## src/rtl/pin_arb_pkg.sv

```systemverilog
package pin_arb_pkg;

    typedef enum logic [2:0] {
        ST_SLEEP    = 3'd0,
        ST_MUTE     = 3'd1,
        ST_FULL_BYP = 3'd2,
        ST_JC_BYP   = 3'd3,
        ST_RUN      = 3'd4
    } arb_state_e;

    typedef struct packed {
        logic sleep;
        logic mute;
        logic full_byp;
        logic jc_byp;
    } arb_req_t;

    localparam logic [1:0] SLP_NEVER   = 2'b00;
    localparam logic [1:0] SLP_NO_SIG  = 2'b01;
    localparam logic [1:0] SLP_ALWAYS  = 2'b10;
    localparam logic [1:0] SLP_RSVD    = 2'b11;

    localparam logic [1:0] RATE_SD     = 2'b00;
    localparam logic [1:0] RATE_HD     = 2'b01;
    localparam logic [1:0] RATE_3G     = 2'b10;

endpackage

```

## src/rtl/arb_src_sel.sv

```systemverilog
module arb_src_sel
    import pin_arb_pkg::*;
(
    input  logic       mode_sw_i,
    input  logic       byp_hi_i,
    input  logic       byp_float_i,
    input  logic       autosleep_pin_i,
    input  logic       mute_pin_i,
    input  logic       sig_present_i,
    input  logic [1:0] sw_sleep_code_i,
    input  logic       sw_mute_i,
    input  logic       sw_eq_bypass_i,
    input  logic       sw_jc_bypass_i,
    output arb_req_t   req_o
);

    arb_req_t pin_req;
    arb_req_t reg_req;
    logic     reg_sleep;

    // Pin path: the three-level bypass pin is already split into two bits.
    always_comb begin
        pin_req.sleep    = autosleep_pin_i & ~sig_present_i;
        pin_req.mute     = mute_pin_i;
        pin_req.full_byp = byp_hi_i;
        pin_req.jc_byp   = ~byp_hi_i & byp_float_i;
    end

    // Register path: reserved sleep code behaves as "never sleep".
    always_comb begin
        unique case (sw_sleep_code_i)
            SLP_NEVER:  reg_sleep = 1'b0;
            SLP_NO_SIG: reg_sleep = ~sig_present_i;
            SLP_ALWAYS: reg_sleep = 1'b1;
            SLP_RSVD:   reg_sleep = 1'b0;
            default:    reg_sleep = 1'b0;
        endcase
    end

    always_comb begin
        reg_req.sleep    = reg_sleep;
        reg_req.mute     = sw_mute_i;
        reg_req.full_byp = sw_eq_bypass_i;
        reg_req.jc_byp   = ~sw_eq_bypass_i & sw_jc_bypass_i;
    end

    assign req_o = mode_sw_i ? reg_req : pin_req;

endmodule

```

## src/rtl/arb_fsm.sv

```systemverilog
module arb_fsm
    import pin_arb_pkg::*;
#(
    parameter int RATE_W = 2
) (
    input  logic              clk,
    input  logic              rst_n,
    input  arb_req_t          req_i,
    input  logic [RATE_W-1:0] rate_code_i,
    output arb_state_e        state_o,
    output logic              eq_en_o,
    output logic              jc_en_o,
    output logic              full_bypass_o,
    output logic              jc_bypass_o,
    output logic              mute_o,
    output logic              power_down_o
);

    arb_state_e state_q;
    arb_state_e state_d;
    logic       rate_ok;

    assign rate_ok = (rate_code_i == RATE_W'(RATE_HD)) ||
                     (rate_code_i == RATE_W'(RATE_3G));

    // Precedence: sleep, then mute, then full bypass, then cleaner-only bypass.
    always_comb begin
        if (req_i.sleep)         state_d = ST_SLEEP;
        else if (req_i.mute)     state_d = ST_MUTE;
        else if (req_i.full_byp) state_d = ST_FULL_BYP;
        else if (req_i.jc_byp)   state_d = ST_JC_BYP;
        else                     state_d = ST_RUN;
    end

    always_ff @(posedge clk) begin
        if (!rst_n) state_q <= ST_SLEEP;
        else        state_q <= state_d;
    end

    always_ff @(posedge clk) begin
        if (!rst_n) begin
            eq_en_o       <= 1'b0;
            jc_en_o       <= 1'b0;
            full_bypass_o <= 1'b0;
            jc_bypass_o   <= 1'b0;
            mute_o        <= 1'b0;
            power_down_o  <= 1'b1;
        end else begin
            eq_en_o       <= 1'b0;
            jc_en_o       <= 1'b0;
            full_bypass_o <= 1'b0;
            jc_bypass_o   <= 1'b0;
            mute_o        <= 1'b0;
            power_down_o  <= 1'b0;
            unique case (state_d)
                ST_SLEEP: begin
                    power_down_o <= 1'b1;
                end
                ST_MUTE: begin
                    mute_o  <= 1'b1;
                    eq_en_o <= 1'b1;
                    jc_en_o <= rate_ok;
                end
                ST_FULL_BYP: begin
                    full_bypass_o <= 1'b1;
                end
                ST_JC_BYP: begin
                    eq_en_o     <= 1'b1;
                    jc_bypass_o <= 1'b1;
                end
                ST_RUN: begin
                    eq_en_o <= 1'b1;
                    jc_en_o <= rate_ok;
                end
                default: begin
                    power_down_o <= 1'b1;
                end
            endcase
        end
    end

    assign state_o = state_q;

    assert_sleep_wins_R4: assert property (@(posedge clk) disable iff (!rst_n)
        req_i.sleep |=> (state_q == ST_SLEEP) && power_down_o && !mute_o);

    assert_mute_over_bypass_R4: assert property (@(posedge clk) disable iff (!rst_n)
        (!req_i.sleep && req_i.mute) |=> mute_o && !full_bypass_o && !jc_bypass_o);

    assert_jc_rate_gate_R9: assert property (@(posedge clk) disable iff (!rst_n)
        !rate_ok |=> !jc_en_o);

    assert_pd_excludes_R4: assert property (@(posedge clk) disable iff (!rst_n)
        power_down_o |-> !eq_en_o && !jc_en_o && (state_q == ST_SLEEP));

endmodule

```

## src/rtl/arb_drv_en.sv

```systemverilog
module arb_drv_en #(
    parameter int NUM_DRV = 2
) (
    input  logic               clk,
    input  logic               rst_n,
    input  logic [NUM_DRV-1:0] drv_cfg_en_i,
    input  logic               drv_last_dis_pin_i,
    input  logic               sleep_i,
    output logic [NUM_DRV-1:0] drv_en_o
);

    localparam int LAST = NUM_DRV - 1;

    for (genvar i = 0; i < NUM_DRV; i++) begin : g_drv
        logic allow;
        if (i == LAST && NUM_DRV > 1) begin : g_pin_gated
            assign allow = drv_cfg_en_i[i] & ~drv_last_dis_pin_i;

            assert_pin_override_R8: assert property (@(posedge clk) disable iff (!rst_n)
                drv_last_dis_pin_i |=> !drv_en_o[i]);
        end else begin : g_reg_only
            assign allow = drv_cfg_en_i[i];
        end

        always_ff @(posedge clk) begin
            if (!rst_n) drv_en_o[i] <= 1'b0;
            else        drv_en_o[i] <= allow & ~sleep_i;
        end
    end

    assert_sleep_drv_off_R8: assert property (@(posedge clk) disable iff (!rst_n)
        sleep_i |=> (drv_en_o == '0));

endmodule

```

## src/rtl/arb_pin_dir.sv

```systemverilog
module arb_pin_dir #(
    parameter int NUM_MF = 4
) (
    input  logic              clk,
    input  logic              rst_n,
    input  logic              mode_sw_i,
    input  logic              sig_present_i,
    input  logic              cable_over_i,
    input  logic              ser_so_i,
    output logic [NUM_MF-1:0] mf_oe_o,
    output logic [NUM_MF-1:0] mf_out_o
);

    localparam int PIN_SD_SW  = 0;
    localparam int PIN_SO_SW  = 1;
    localparam int PIN_SD_HW  = NUM_MF - 1;

    logic              no_sig;
    logic [NUM_MF-1:0] oe_d;
    logic [NUM_MF-1:0] out_d;

    assign no_sig = ~sig_present_i | cable_over_i;

    always_comb begin
        oe_d  = '0;
        out_d = '0;
        if (mode_sw_i) begin
            oe_d[PIN_SD_SW]  = 1'b1;
            oe_d[PIN_SO_SW]  = 1'b1;
            out_d[PIN_SD_SW] = no_sig;
            out_d[PIN_SO_SW] = ser_so_i;
        end else begin
            oe_d[PIN_SD_HW]  = 1'b1;
            out_d[PIN_SD_HW] = no_sig;
        end
    end

    always_ff @(posedge clk) begin
        if (!rst_n) begin
            mf_oe_o  <= '0;
            mf_out_o <= '0;
        end else begin
            mf_oe_o  <= oe_d;
            mf_out_o <= out_d;
        end
    end

    assert_hw_dir_R10: assert property (@(posedge clk) disable iff (!rst_n)
        !mode_sw_i |=> mf_oe_o[PIN_SD_HW] && !mf_oe_o[PIN_SD_SW] && !mf_oe_o[PIN_SO_SW]);

    assert_sw_dir_R10: assert property (@(posedge clk) disable iff (!rst_n)
        mode_sw_i |=> mf_oe_o[PIN_SD_SW] && mf_oe_o[PIN_SO_SW] && !mf_oe_o[PIN_SD_HW]);

    assert_nosig_flag_R7: assert property (@(posedge clk) disable iff (!rst_n)
        (!sig_present_i && !mode_sw_i) |=> mf_out_o[PIN_SD_HW]);

    assert_undriven_zero_R10: assert property (@(posedge clk) disable iff (!rst_n)
        ((mf_out_o & ~mf_oe_o) == '0));

endmodule

```

## src/rtl/pin_ctrl_arbiter.sv

```systemverilog
module pin_ctrl_arbiter
    import pin_arb_pkg::*;
#(
    parameter int NUM_DRV = 2,
    parameter int RATE_W  = 2,
    parameter int NUM_MF  = 4
) (
    input  logic               clk,
    input  logic               rst_n,
    input  logic               mode_sw_i,
    input  logic               byp_hi_i,
    input  logic               byp_float_i,
    input  logic               autosleep_pin_i,
    input  logic               mute_pin_i,
    input  logic               sig_present_i,
    input  logic               cable_over_i,
    input  logic [1:0]         sw_sleep_code_i,
    input  logic               sw_mute_i,
    input  logic               sw_eq_bypass_i,
    input  logic               sw_jc_bypass_i,
    input  logic [RATE_W-1:0]  rate_code_i,
    input  logic [NUM_DRV-1:0] drv_cfg_en_i,
    input  logic               drv_last_dis_pin_i,
    input  logic               ser_so_i,
    output logic               eq_en_o,
    output logic               jc_en_o,
    output logic               full_bypass_o,
    output logic               jc_bypass_o,
    output logic               mute_o,
    output logic               power_down_o,
    output logic [NUM_DRV-1:0] drv_en_o,
    output logic [NUM_MF-1:0]  mf_oe_o,
    output logic [NUM_MF-1:0]  mf_out_o
);

    arb_req_t   req;
    arb_state_e state;

    arb_src_sel u_src_sel (
        .mode_sw_i       (mode_sw_i),
        .byp_hi_i        (byp_hi_i),
        .byp_float_i     (byp_float_i),
        .autosleep_pin_i (autosleep_pin_i),
        .mute_pin_i      (mute_pin_i),
        .sig_present_i   (sig_present_i),
        .sw_sleep_code_i (sw_sleep_code_i),
        .sw_mute_i       (sw_mute_i),
        .sw_eq_bypass_i  (sw_eq_bypass_i),
        .sw_jc_bypass_i  (sw_jc_bypass_i),
        .req_o           (req)
    );

    arb_fsm #(.RATE_W(RATE_W)) u_fsm (
        .clk           (clk),
        .rst_n         (rst_n),
        .req_i         (req),
        .rate_code_i   (rate_code_i),
        .state_o       (state),
        .eq_en_o       (eq_en_o),
        .jc_en_o       (jc_en_o),
        .full_bypass_o (full_bypass_o),
        .jc_bypass_o   (jc_bypass_o),
        .mute_o        (mute_o),
        .power_down_o  (power_down_o)
    );

    arb_drv_en #(.NUM_DRV(NUM_DRV)) u_drv (
        .clk                (clk),
        .rst_n              (rst_n),
        .drv_cfg_en_i       (drv_cfg_en_i),
        .drv_last_dis_pin_i (drv_last_dis_pin_i),
        .sleep_i            (req.sleep),
        .drv_en_o           (drv_en_o)
    );

    arb_pin_dir #(.NUM_MF(NUM_MF)) u_pins (
        .clk           (clk),
        .rst_n         (rst_n),
        .mode_sw_i     (mode_sw_i),
        .sig_present_i (sig_present_i),
        .cable_over_i  (cable_over_i),
        .ser_so_i      (ser_so_i),
        .mf_oe_o       (mf_oe_o),
        .mf_out_o      (mf_out_o)
    );

    assert_state_drv_R8: assert property (@(posedge clk) disable iff (!rst_n)
        (state == ST_SLEEP) |-> (drv_en_o == '0));

    assert_one_bypass_R3: assert property (@(posedge clk) disable iff (!rst_n)
        $onehot0({full_bypass_o, jc_bypass_o, mute_o, power_down_o}));

endmodule

```

## config.mk

```make
export PLATFORM = sky130hd
export DESIGN_NAME = pin_ctrl_arbiter
export DESIGN_NICKNAME = d
export VERILOG_FILES = /design/src/rtl/pin_arb_pkg.sv /design/src/rtl/arb_src_sel.sv /design/src/rtl/arb_fsm.sv /design/src/rtl/arb_drv_en.sv /design/src/rtl/arb_pin_dir.sv /design/src/rtl/pin_ctrl_arbiter.sv
export SDC_FILE = /design/constraint.sdc
export NUM_CORES = 1
export LEC_CHECK = 0
export BUFFER_PORTS_ARGS = -buffer_cell sky130_fd_sc_hd__buf_2
export CAP_MARGIN = 10
export CELL_PAD_IN_SITES_DETAIL_PLACEMENT = 1
export CELL_PAD_IN_SITES_GLOBAL_PLACEMENT = 1
export CORE_MARGIN = 4
export CORE_UTILIZATION = 31
export CTS_BUF_LIST = sky130_fd_sc_hd__clkbuf_4
export DETAILED_ROUTE_END_ITERATION = 12
export GPL_ROUTABILITY_DRIVEN = 1
export PLACE_DENSITY_LB_ADDON = 0.1
export SLEW_MARGIN = 20
export SYNTH_ARGS = -nofsm -noshare
export SYNTH_HDL_FRONTEND = slang
export SYNTH_SLANG_ARGS = --single-unit
export TNS_END_PERCENT = 1
```

## constraint.sdc

```tcl
create_clock -name clk -period 2.6 [get_ports clk]
set_input_delay 0.39 -clock clk [delete_from_list [all_inputs] [get_ports clk]]
set_output_delay 0.39 -clock clk [all_outputs]
set_load 0.005 [all_outputs]
```

After elaboration in Yosys (flattened, before gate mapping) --
Index checks and enable logic that the tools add are counted.
Storage, ports and cells: flip-flop bits (word level) 16, bits of input ports 20, output and inout bits 16, word-level logic and storage cells 57
Cells by class: equality and inequality tests 9, multiplexer cells 13, bitwise operators 13, reductions and logical operators 9
Operators by type and width (count):
- 3-bit 2-to-1 mux | 4
- 1-bit AND | 6
- 2-bit equality test (second input constant) | 3
- 3-bit by 2-bit equality test with 1-bit output (second input constant) | 2
- 1-bit 2-to-1 mux | 6
- 1-bit inverter | 6
- 2-bit OR reduction | 3
- 2-bit by 1-bit equality test with 1-bit output (second input constant) | 2
- 4-bit 2-to-1 mux | 1
- 2-bit AND reduction | 2
- 4-bit OR reduction | 1
- 3-bit by 1-bit equality test with 1-bit output (second input constant) | 1
- 3-bit equality test (second input constant) | 1
- 1-bit one-hot mux with 3 select lines | 1
- 3-bit OR reduction | 1
- 2-bit logical NOT | 1
- 2-bit 2-to-1 mux | 1
- 1-bit logical OR | 1
- 1-bit OR | 1

Depth between registers and ports, before layout --
Gate-level depths: netlist (run 1).
depth after elaboration 11, gate-level depth with buffers 4, depth with buffers taken out 3

Hierarchy --
From an unflattened synthesis (run 1), not the netlist that was laid out.
Unflattened totals: cells, all modules 51, area, all modules 594.3 um^2
Modules (own cells, without submodules):
- arb_fsm | times used 1, cells each 23, area each 282.8 um^2, seq. area each 180.2 um^2
- arb_pin_dir | times used 1, cells each 15, area each 178.9 um^2, seq. area each 100.1 um^2
- arb_src_sel | times used 1, cells each 9, area each 70.1 um^2, seq. area each 0.0 um^2
- arb_drv_en | times used 1, cells each 4, area each 62.6 um^2, seq. area each 40.0 um^2

Worst setup path after synthesis (run 1) --
Ideal clock, no wire load.
path kind input-to-reg, start point input mode_sw_i, end point register u_fsm.jc_en_o, library setup time 129 ps, arrival time 1001 ps, data required time 2471 ps, setup slack 1471 ps, stages 3, buffers on the path 0, cells stage by stage or3b_1 -> nand4_4 -> nor3_1
On the way: longest elaborated chain between the ends 8, elaborated cells between the ends (all ways) 9, classes of those cells 2 x eq/ne; 5 x mux; 2 x reduce/logical
Ends and longest elaborated chain:
- start: declaration | line pin_ctrl_arbiter.sv:10 | input logic mode_sw_i,
- 4-bit 2-to-1 mux (*) | line arb_src_sel.sv:47 | assign req_o = mode_sw_i ? reg_req : pin_req;
- 3-bit 2-to-1 mux | line arb_fsm.sv:31 | else if (req_i.jc_byp) state_d = ST_JC_BYP;
- 3-bit 2-to-1 mux | line arb_fsm.sv:30 | else if (req_i.full_byp) state_d = ST_FULL_BYP;
- 3-bit 2-to-1 mux | line arb_fsm.sv:29 | else if (req_i.mute) state_d = ST_MUTE;
- 3-bit 2-to-1 mux (*) | line arb_fsm.sv:28 | if (req_i.sleep) state_d = ST_SLEEP;
- 3-bit by 1-bit equality test with 1-bit output or 3-bit equality test (tied branches) | line arb_fsm.sv:55 | unique case (state_d)
- 2-bit OR reduction (no source line) (*)
- 2-bit AND reduction (no source line) (*)
- end signal: assignment | line arb_fsm.sv:62 | jc_en_o <= rate_ok;
- end signal: assignment | line arb_fsm.sv:73 | jc_en_o <= rate_ok;
- end: declaration | line arb_fsm.sv:12 | output logic jc_en_o,
Mark *: on every way between the ends. The rest lies on a longest branch, timed or not. A chain may end at the register's enable or synchronous reset.

Worst setup path after layout (run 1) --
start point input mode_sw_i, end point register u_fsm.jc_bypass_o
On the way: longest elaborated chain between the ends 7
Ends and longest elaborated chain:
- 4-bit 2-to-1 mux (*) | line arb_src_sel.sv:47
- 3-bit 2-to-1 mux | line arb_fsm.sv:31
- 3-bit 2-to-1 mux | line arb_fsm.sv:30
- 3-bit 2-to-1 mux | line arb_fsm.sv:29
- 3-bit 2-to-1 mux (*) | line arb_fsm.sv:28
- 3-bit by 2-bit equality test with 1-bit output (*) | line arb_fsm.sv:55
- 1-bit 2-to-1 mux (*) | line arb_fsm.sv:55
- end signal: assignment | line arb_fsm.sv:45 | jc_bypass_o <= 1'b0;
- end signal: assignment | line arb_fsm.sv:52 | jc_bypass_o <= 1'b0;
- end signal: assignment | line arb_fsm.sv:69 | jc_bypass_o <= 1'b1;
- end: declaration | line arb_fsm.sv:14 | output logic jc_bypass_o,
Marked as above.

==> summary.txt, run 1 <==
Placement
  – Number of buffers added on ports: 33
  – Detail Placement HPWL: slightly below 900 µm
  – RePlAce Congestion: 0.691

STA
  – RSZ-0062 raised after global routing: false
  – Slew Limit Fails: 0
  – WHS: ~0.28 ns
  – Final setup fails: 0
  – Final worst-path cycle share: 42.0%
  – FMAX: just over 0.9 GHz
  – Final Hold Viols: 0
  – Min cycle time layout: 1.09 ns
  – Setup TNS Final: 0 ns

Cells and area
  – N_diodes: 0
  – Filler instances: 190
  – Proportion of layout cells with a drive suffix above 1: 50.0%
  – P&R area growth vs syn: 36.9%
  – Layout net count: roughly 100

Die
  – Area of the core: about 1500 µm²
  – Num ports: 36
  – Die Area: about 2300 µm²
  – Initial Utilization: approximately a third
  – Die Y: ~48 µm
  – Row count: 14
  – Die Wd: slightly below 50 µm

Worst hold path
  – Worst Hold Class: input port to register
  – Hold Path Origin: drv_last_dis_pin_i

Setup path
  – Arrival time at the worst endpoint: between 1 and 1.5 ns
  – CP startpoint kind: input port
  – Crit-path max FO: 12
  – Critical-path top delay cell: or3b_1
  – Crit path buf inv count: 1
  – Worst setup path start: mode_sw_i
  – CP peak stage delay: 0.43 ns
  – Worst path cell trace: buf_2 > or3b_1 > nand4_4 > nor3_1
  – Crit path kind: input port to register
  – Endpoint class of the critical path: register
  – Top Family by Delay on Critical Path: simple AND/OR/NAND/NOR gates
  – Worst EP required: between 2 and 3 ns

Clock tree
  – H-tree depth: 1
  – # hold bufs at CTS: 0
  – CTS tree: built
  – Reg clk slew, reported paths: roughly 0.07 ns
  – Post-CTS setup repair buffer count: 0
  – CTS resizes: 0
  – Clock sink count: 13
  – Cts bufs inserted: 3
  – CTS max path bufs: 2
  – CTS Root Cell: clkbuf_4

Synthesis
  – Area leader, netlist: dfxtp_1
  – Count of cell types in the netlist: 23
  – Syn. warnings: 0
  – Top cells by area, synth: dfxtp_1, nor2b_1, buf_4
  – Sequential area share after synthesis: 51.9%
  – Post-synth top area share: 51.9%
  – Flops & latches, synth: 13
  – Average cell area after synthesis: 10.9 µm²
  – Synth Cell Area: 502 µm²
  – Post-Syn Instances: between 40 and 50

Drt
  – Final WL: 1020 µm
  – DR WL/cell: about 11 µm
  – DRT Pass-1 Iters: 1
  – Routed vias/inst: 4.53
  – DRC Markers: 0
  – Vias: between 400 and 500
  – First DRT Iteration DRCs: 0
  – Post-DRT Antenna Nets: 0

Flow run
  – Max-Cap Viols: 0

GRT
  – Tot GR Track Use: around 9%
  – Global-route wire length before repair: about 1500 µm
  – Initial antenna violation count: 0
  – Vias in the first global route: 382
  – Pin count of the biggest net entering global routing: 13
  – Overflow after GRT: 0

Run status
  – Outcome: complete, no violations

Pwr
  – Cell leakage power: between 0.0003 and 0.0004 µW
  – Pwr Density: a little under 600 nW/µm²
  – VDD IR max: 199 µV
## registers in the layout, indices dropped and copies added, names as in the netlist
name and flops:
u_fsm.jc_bypass_o 1, u_fsm.eq_en_o 1, u_fsm.jc_en_o 1, u_drv.drv_en_o 2, u_fsm.full_bypass_o 1, u_pins.mf_oe_o 2
u_fsm.mute_o 1, u_fsm.power_down_o 1, u_pins.mf_out_o 3
## path summary, 6_finish.rpt
kind | cells after the start | to
setup / recovery | 4 | u_fsm.jc_bypass_o
hold / removal | 2 | u_drv.drv_en_o[1]
## kinds of logic after synthesis
logic type	synth area share, %
AOI/OAI and AO/OA	6.48
xor gates and xnor gates	1.75
buffers and inverters	8.23
DFF	51.9
muxes	2.00
other	0.747
and+or+nand+nor	28.9
## area by class of cell
class | count | area, µm² | area share, %
Sequential cell | 13 | 260 | 37.9
Multi-Input combinational cell | 28 | 204 | 29.7
Timing Repair Buffer | 33 | 165 | 24.0
Clock buffer | 4 | 30.0 | 4.37
Tap cell | 16 | 20.0 | 2.91
Inverter | 2 | 7.51 | 1.09
## synthesized netlist by cell type
| cell type | count |
|---|---|
| dfxtp_1 | 13 |
| nor2_1 | 5 |
| nor2b_1 | 4 |
| buf_4 | 3 |
| inv_1 | 2 |
| nor3_1 | 2 |
| a21oi_1 | 1 |
| a32oi_1 | 1 |
| and2_1 | 1 |
| and3_1 | 1 |
| buf_6 | 1 |
| conb_1 | 1 |
| mux2i_1 | 1 |
| nand2b_1 | 1 |
| nand3b_2 | 1 |
| nand4_4 | 1 |
| nand4bb_1 | 1 |
| nor3b_1 | 1 |
| nor3b_2 | 1 |
| o32a_1 | 1 |
| o32ai_1 | 1 |
| or3b_1 | 1 |
| xnor2_1 | 1 |
## metal layers
layer	up-vias	wire length, µm	GRT usage (%)
li1	219	-	-
met1	190	445	11.3
met2	26	450	14.1
met3	0	127	2.21
met4	0	0	4.84
met5	-	0	0
## cells in the final DEF (no fill, tap or decap), drive strengths merged
cell / n
nor3b: 2
conb: 2
and3: 1
nand3b: 1
a32oi: 1
mux2i: 1
clkbuf: 4
nand4bb: 1
nand4: 1
nor2b: 4
o32ai: 1
inv: 2
nand2b: 1
or3b: 1
dfxtp: 13
and2: 1
a21oi: 1
buf: 33
nor3: 2
xnor2: 1
o32a: 1
nor2: 5
## stage by stage
step           util (%)  cell area, µm²  setup slack [ns]  total power [µW]  cells
4_1_cts            45.1             687              1.50               402     96
3_3_place_gp       43.1             657              1.24               276     92
6_report           45.1             687              1.51               397     96
5_1_grt            45.1             687              1.46               419     96
2_1_floorplan         -             505              1.47               249     47
3_5_place_dp       43.1             657              1.23               277     92
## where the power goes
| group | total (µW) | switching (µW) | internal [µW] |
|---|---|---|---|
| registers | 213 | 2.39 | 210 |
| clock network | 126 | 56.3 | 69.6 |
| logic | 57.9 | 26.9 | 31.0 |
No activity file was read; power rests on OpenSTA's default activity.
==> run 2, diff against run 1 <==
--- a/config.mk
+++ b/config.mk
@@ -10,7 +10,7 @@
 export CELL_PAD_IN_SITES_DETAIL_PLACEMENT = 1
 export CELL_PAD_IN_SITES_GLOBAL_PLACEMENT = 1
 export CORE_MARGIN = 4
-export CORE_UTILIZATION = 31
+export CORE_UTILIZATION = 26
 export CTS_BUF_LIST = sky130_fd_sc_hd__clkbuf_4
 export DETAILED_ROUTE_END_ITERATION = 12
 export GPL_ROUTABILITY_DRIVEN = 1
==> constraint.sdc (replaced) <==
create_clock -name clk -period 1 [get_ports clk]
set_input_delay 0.15 -clock clk [delete_from_list [all_inputs] [get_ports clk]]
set_output_delay 0.15 -clock clk [all_outputs]
set_load 0.005 [all_outputs]
==> summary.txt, run 2 (synthesized netlist as in run 1, its figures left out) <==
Placement
  – RePlAce Congestion: 0.679
  – Place WS: -0.0459 ns
  – Detail Placement HPWL: about 940 µm
  – Post-DP Area: about 700 µm²
  – Number of buffers added on ports: 33

GRT
  – Global-route wire length before repair: 1640 µm
  – Vias in the first global route: 418
  – Tot GR Track Use: approximately 8.4%
  – Initial antenna violation count: 0
  – Overflow after GRT: 0
  – Pin count of the biggest net entering global routing: 9

Setup path
  – Top Family by Delay on Critical Path: flip-flops
  – Crit path buf inv count: 1
  – CP peak stage delay: around 0.32 ns
  – Endpoint class of the critical path: output port
  – Crit path kind: register to output port
  – Worst path cell trace: buf_2
  – Arrival time at the worst endpoint: 0.68 ns
  – Critical-path top delay cell: dfxtp_1
  – Worst EP required: 0.85 ns
  – Crit-path max FO: 2
  – CP startpoint kind: register

Cells and area
  – Top flop regs: u_pins.mf_out_o (3), u_drv.drv_en_o (2), u_pins.mf_oe_o (2)
  – Finished Cell Area: 728 µm²
  – Most frequent cells in the layout: buf_2, dfxtp_1, nor2_1
  – Proportion of layout cells with a drive suffix above 1: between 50% and 60%
  – Number of flip-flops in the largest register: 3
  – Filler instances: 234
  – N_diodes: 0
  – P&R area growth vs syn: 45.1%
  – Commonest non-fill, non-tap cell in the layout: buf_2
  – Layout net count: 105
  – Largest Register: u_pins.mf_out_o

STA
  – Final setup fails: 0
  – Worst path setup slack after routing: 0.165 ns
  – RSZ-0062 raised after global routing: false
  – Final Hold Viols: 0
  – Setup TNS Final: 0 ns
  – Slew Limit Fails: 0
  – Final worst-path cycle share: around 83%
  – Min cycle time layout: roughly 0.83 ns
  – WHS: around 0.041 ns
  – FMAX: 1.20 GHz

Drt
  – Routed vias/inst: between 3 and 4
  – DR WL/cell: around 9.8 µm
  – Final WL: around 1100 µm
  – DRT Pass-1 Iters: 2
  – Vias: around 440
  – DRC Markers: 0
  – Post-DRT Antenna Nets: 0
  – First DRT Iteration DRCs: 3

Clock tree
  – CTS Root Cell: clkbuf_4
  – CTS tree: built
  – Cts bufs inserted: 3
  – H-tree depth: 1
  – CTS resizes: 0
  – Reg clk slew, reported paths: roughly 0.070 ns
  – # hold bufs at CTS: 0
  – Post-CTS setup repair buffer count: 0
  – Clock sink count: 13
  – CTS max path bufs: 2

Pwr
  – Pwr Density: about 1400 nW/µm²
  – Cell leakage power: 0.000371 µW
  – VDD IR max: around 380 µV

Die
  – Row count: 15
  – Die Wd: around 52 µm
  – Area of the core: 1780 µm²
  – Die Area: between 2000 and 3000 µm²
  – Die Y: approximately 52 µm
  – Initial Utilization: around 28%
  – Num ports: 36

Flow run
  – Max-Cap Viols: 0

Run status
  – Outcome: complete, no violations

Worst hold path
  – Worst Hold Class: input port to register
==> run 2: worst paths after layout <==
kind                 to  slack (ns)                from  cells past startpoint
min   u_drv.drv_en_o[1]        0.04  drv_last_dis_pin_i                      2
max          mf_oe_o[1]        0.17   u_pins.mf_oe_o[1]                      1
==> run 2: final cells by class <==
class / instances / area (µm²) / share of cell area (%)
clock buffer: 4 / 30.0 / 4.12
inverter: 2 / 7.51 / 1.03
multi-input combinational: 28 / 204 / 28.0
sequential: 13 / 260 / 35.7
tap: 25 / 31.3 / 4.30
timing repair buffer: 37 / 195 / 26.8
==> run 2: through the flow <==
stage	total power (µW)	util, %	std cells
2_1_floorplan	648	-	47
3_3_place_gp	731	39.2	105
3_5_place_dp	732	39.2	105
4_1_cts	1060	40.8	109
5_1_grt	1120	40.8	109
6_report	1040	40.8	109
==> run 2: metal layers <==
layer | global-route usage [%] | vias to the layer above | share of wire (%)
li1 | - | 228 | -
met1 | 10.2 | 178 | 44
met2 | 11.9 | 27 | 41
met3 | 1.72 | 2 | 13
met4 | 7.86 | 0 | 1.9
met5 | 0 | - | 0
==> run 2: report_power, final <==
| group | switching [µW] | internal, µW | total, µW |
|---|---|---|---|
| combinational | 74.6 | 90.6 | 165 |
| sequential | 5.59 | 547 | 553 |
| clock | 140 | 181 | 321 |
| total | 220 | 819 | 1040 |
==> run 3, diff against run 2 <==
--- a/config.mk
+++ b/config.mk
@@ -10,7 +10,7 @@
 export CELL_PAD_IN_SITES_DETAIL_PLACEMENT = 1
 export CELL_PAD_IN_SITES_GLOBAL_PLACEMENT = 1
 export CORE_MARGIN = 4
-export CORE_UTILIZATION = 26
+export CORE_UTILIZATION = 28
 export CTS_BUF_LIST = sky130_fd_sc_hd__clkbuf_4
 export DETAILED_ROUTE_END_ITERATION = 12
 export GPL_ROUTABILITY_DRIVEN = 1
==> constraint.sdc (replaced) <==
create_clock -name clk -period 0.85 [get_ports clk]
set_input_delay 0.1275 -clock clk [delete_from_list [all_inputs] [get_ports clk]]
set_output_delay 0.1275 -clock clk [all_outputs]
set_load 0.005 [all_outputs]
==> summary.txt, run 3 (synthesized netlist as in run 1, its figures left out) <==
Run status
  – Outcome: complete, no violations

Cells and area
  – Number of flip-flops in the largest register: 3
  – N_diodes: 0
  – Largest Register: u_pins.mf_out_o
  – P&R area growth vs syn: 51.4%
  – Commonest non-fill, non-tap cell in the layout: buf_2
  – Proportion of layout cells with a drive suffix above 1: around 55%
  – Filler instances: 212
  – Top flop regs: u_pins.mf_out_o (3), u_drv.drv_en_o (2), u_pins.mf_oe_o (2)
  – Layout net count: ~100
  – Most frequent cells in the layout: buf_2, dfxtp_1, nor2_1

STA
  – WHS: ~0.069 ns
  – Min cycle time layout: around 0.84 ns
  – Slew Limit Fails: 0
  – Setup TNS Final: 0 ns
  – FMAX: ~1.2 GHz
  – Final setup fails: 0
  – Final worst-path cycle share: 98.8%
  – RSZ-0062 raised after global routing: true
  – Final Hold Viols: 0

GRT
  – Initial antenna violation count: 0
  – Met1 usage in global routing: about an eighth
  – Tot GR Track Use: roughly a tenth
  – Pin count of the biggest net entering global routing: 11
  – Met3 usage: 3.86%
  – Vias in the first global route: roughly 460
  – Global routing's busiest layer: met2
  – Overflow after GRT: 0
  – M2 GR Usage: about 15%
  – Global-route wire length before repair: a little under 2000 µm

Pwr
  – VDD IR max: about 660 µV
  – Pwr Density: approximately 1700 nW/µm²
  – Final Power: 1280 µW
  – Cell leakage power: about 0.00037 µW

Placement
  – Detail Placement HPWL: 1020 µm
  – Number of buffers added on ports: 33
  – RePlAce Congestion: between 0.6 and 0.7

Setup path
  – CP startpoint kind: register
  – Crit-path max FO: 1
  – Crit path buf inv count: 1
  – Arrival time at the worst endpoint: around 0.7 ns
  – Endpoint class of the critical path: output port
  – Critical-path top delay cell: dfxtp_2
  – Worst path cell trace: buf_6
  – Crit path kind: register to output port
  – CP peak stage delay: 0.33 ns
  – Worst EP required: ~0.7 ns
  – Top Family by Delay on Critical Path: flip-flops

Drt
  – Routed vias/inst: between 4 and 5
  – First DRT Iteration DRCs: 5
  – DRT Pass-1 Iters: 4
  – Vias: between 400 and 500
  – DRC Markers: 0
  – Final WL: around 1300 µm
  – Post-DRT Antenna Nets: 0
  – DR WL/cell: ~12 µm

Worst hold path
  – Hold Path Origin: drv_cfg_en_i[0]
  – Worst Hold Depth: 3
  – Worst Hold Class: input port to register
  – Hold path endpoint: u_drv.drv_en_o[0]

Clock tree
  – CTS Root Cell: clkbuf_4
  – Cts bufs inserted: 3
  – H-tree depth: 1
  – Clock sink count: 13
  – CTS tree: built
  – Reg clk slew, reported paths: roughly 0.080 ns
  – Post-CTS setup repair buffer count: 0
  – CTS max path bufs: 2

Die
  – Area of the core: 1710 µm²
  – Row count: 15
  – Num ports: 36
  – Initial Utilization: just under 30%
  – Die Y: roughly 50 µm
  – Die Area: between 2000 and 3000 µm²
  – Die Wd: 50.3 µm

Flow run
  – Max-Cap Viols: 0
## run 3: cell count changes in the layout (fill, tap and decap cells not counted), sizes merged
cell,change
buf,-2
dlygate4sd3,+1
## run 3: area by class of cell
type,instances,area (µm²),share of cell area (%)
Clock buffer,4,30.0,3.95
Inverter,2,7.51,0.988
Multi-Input combinational cell,28,204,26.9
Sequential cell,13,265,34.9
Tap cell,25,31.3,4.12
Timing Repair Buffer,36,221,29.2
## run 3: metal layers
metal	wire length, µm	vias up
met3	101	0
met2	652	22
li1	-	226
met4	0	0
met5	0	-
met1	535	199
## run 3: worst max-delay path by stage
stage	depth (start not counted)	slack (ns)	end	from
6_report	1	0.01	jc_en_o	u_fsm.jc_en_o
5_1_grt	1	-0.03	jc_en_o	u_fsm.jc_en_o
4_1_cts	1	0.002	mf_oe_o[3]	u_pins.mf_oe_o[3]
3_5_place_dp	4	-0.17	u_fsm.full_bypass_o	mode_sw_i
3_3_place_gp	4	-0.16	u_fsm.full_bypass_o	mode_sw_i
2_1_floorplan	3	0.01	u_fsm.jc_en_o	mode_sw_i
## run 3: report_power, final
part           internal, µW  leakage, µW  switching, µW
logic                   118     0.000247           90.4
registers               645     0.000109           9.84
clock network           213    0.0000184            201
total                   976     0.000374            301
## run 3: per-stage QoR
step	setup WS, ns	area [µm²]	util [%]	cells
after floorplan	0.0131	505	-	47
after global placement	-0.161	696	40.7	103
after detailed placement	-0.172	696	40.7	103
after CTS	0.00196	727	42.6	107
after global routing	-0.0265	759	44.5	108
final	0.0106	759	44.5	108
## run 3: timing repair
item	4_1_cts	5_1_grt
endpoints found under the setup margin	1	6
hold buffers	0	1
gates resized for setup	1	6
hold endpoints to repair	0	1
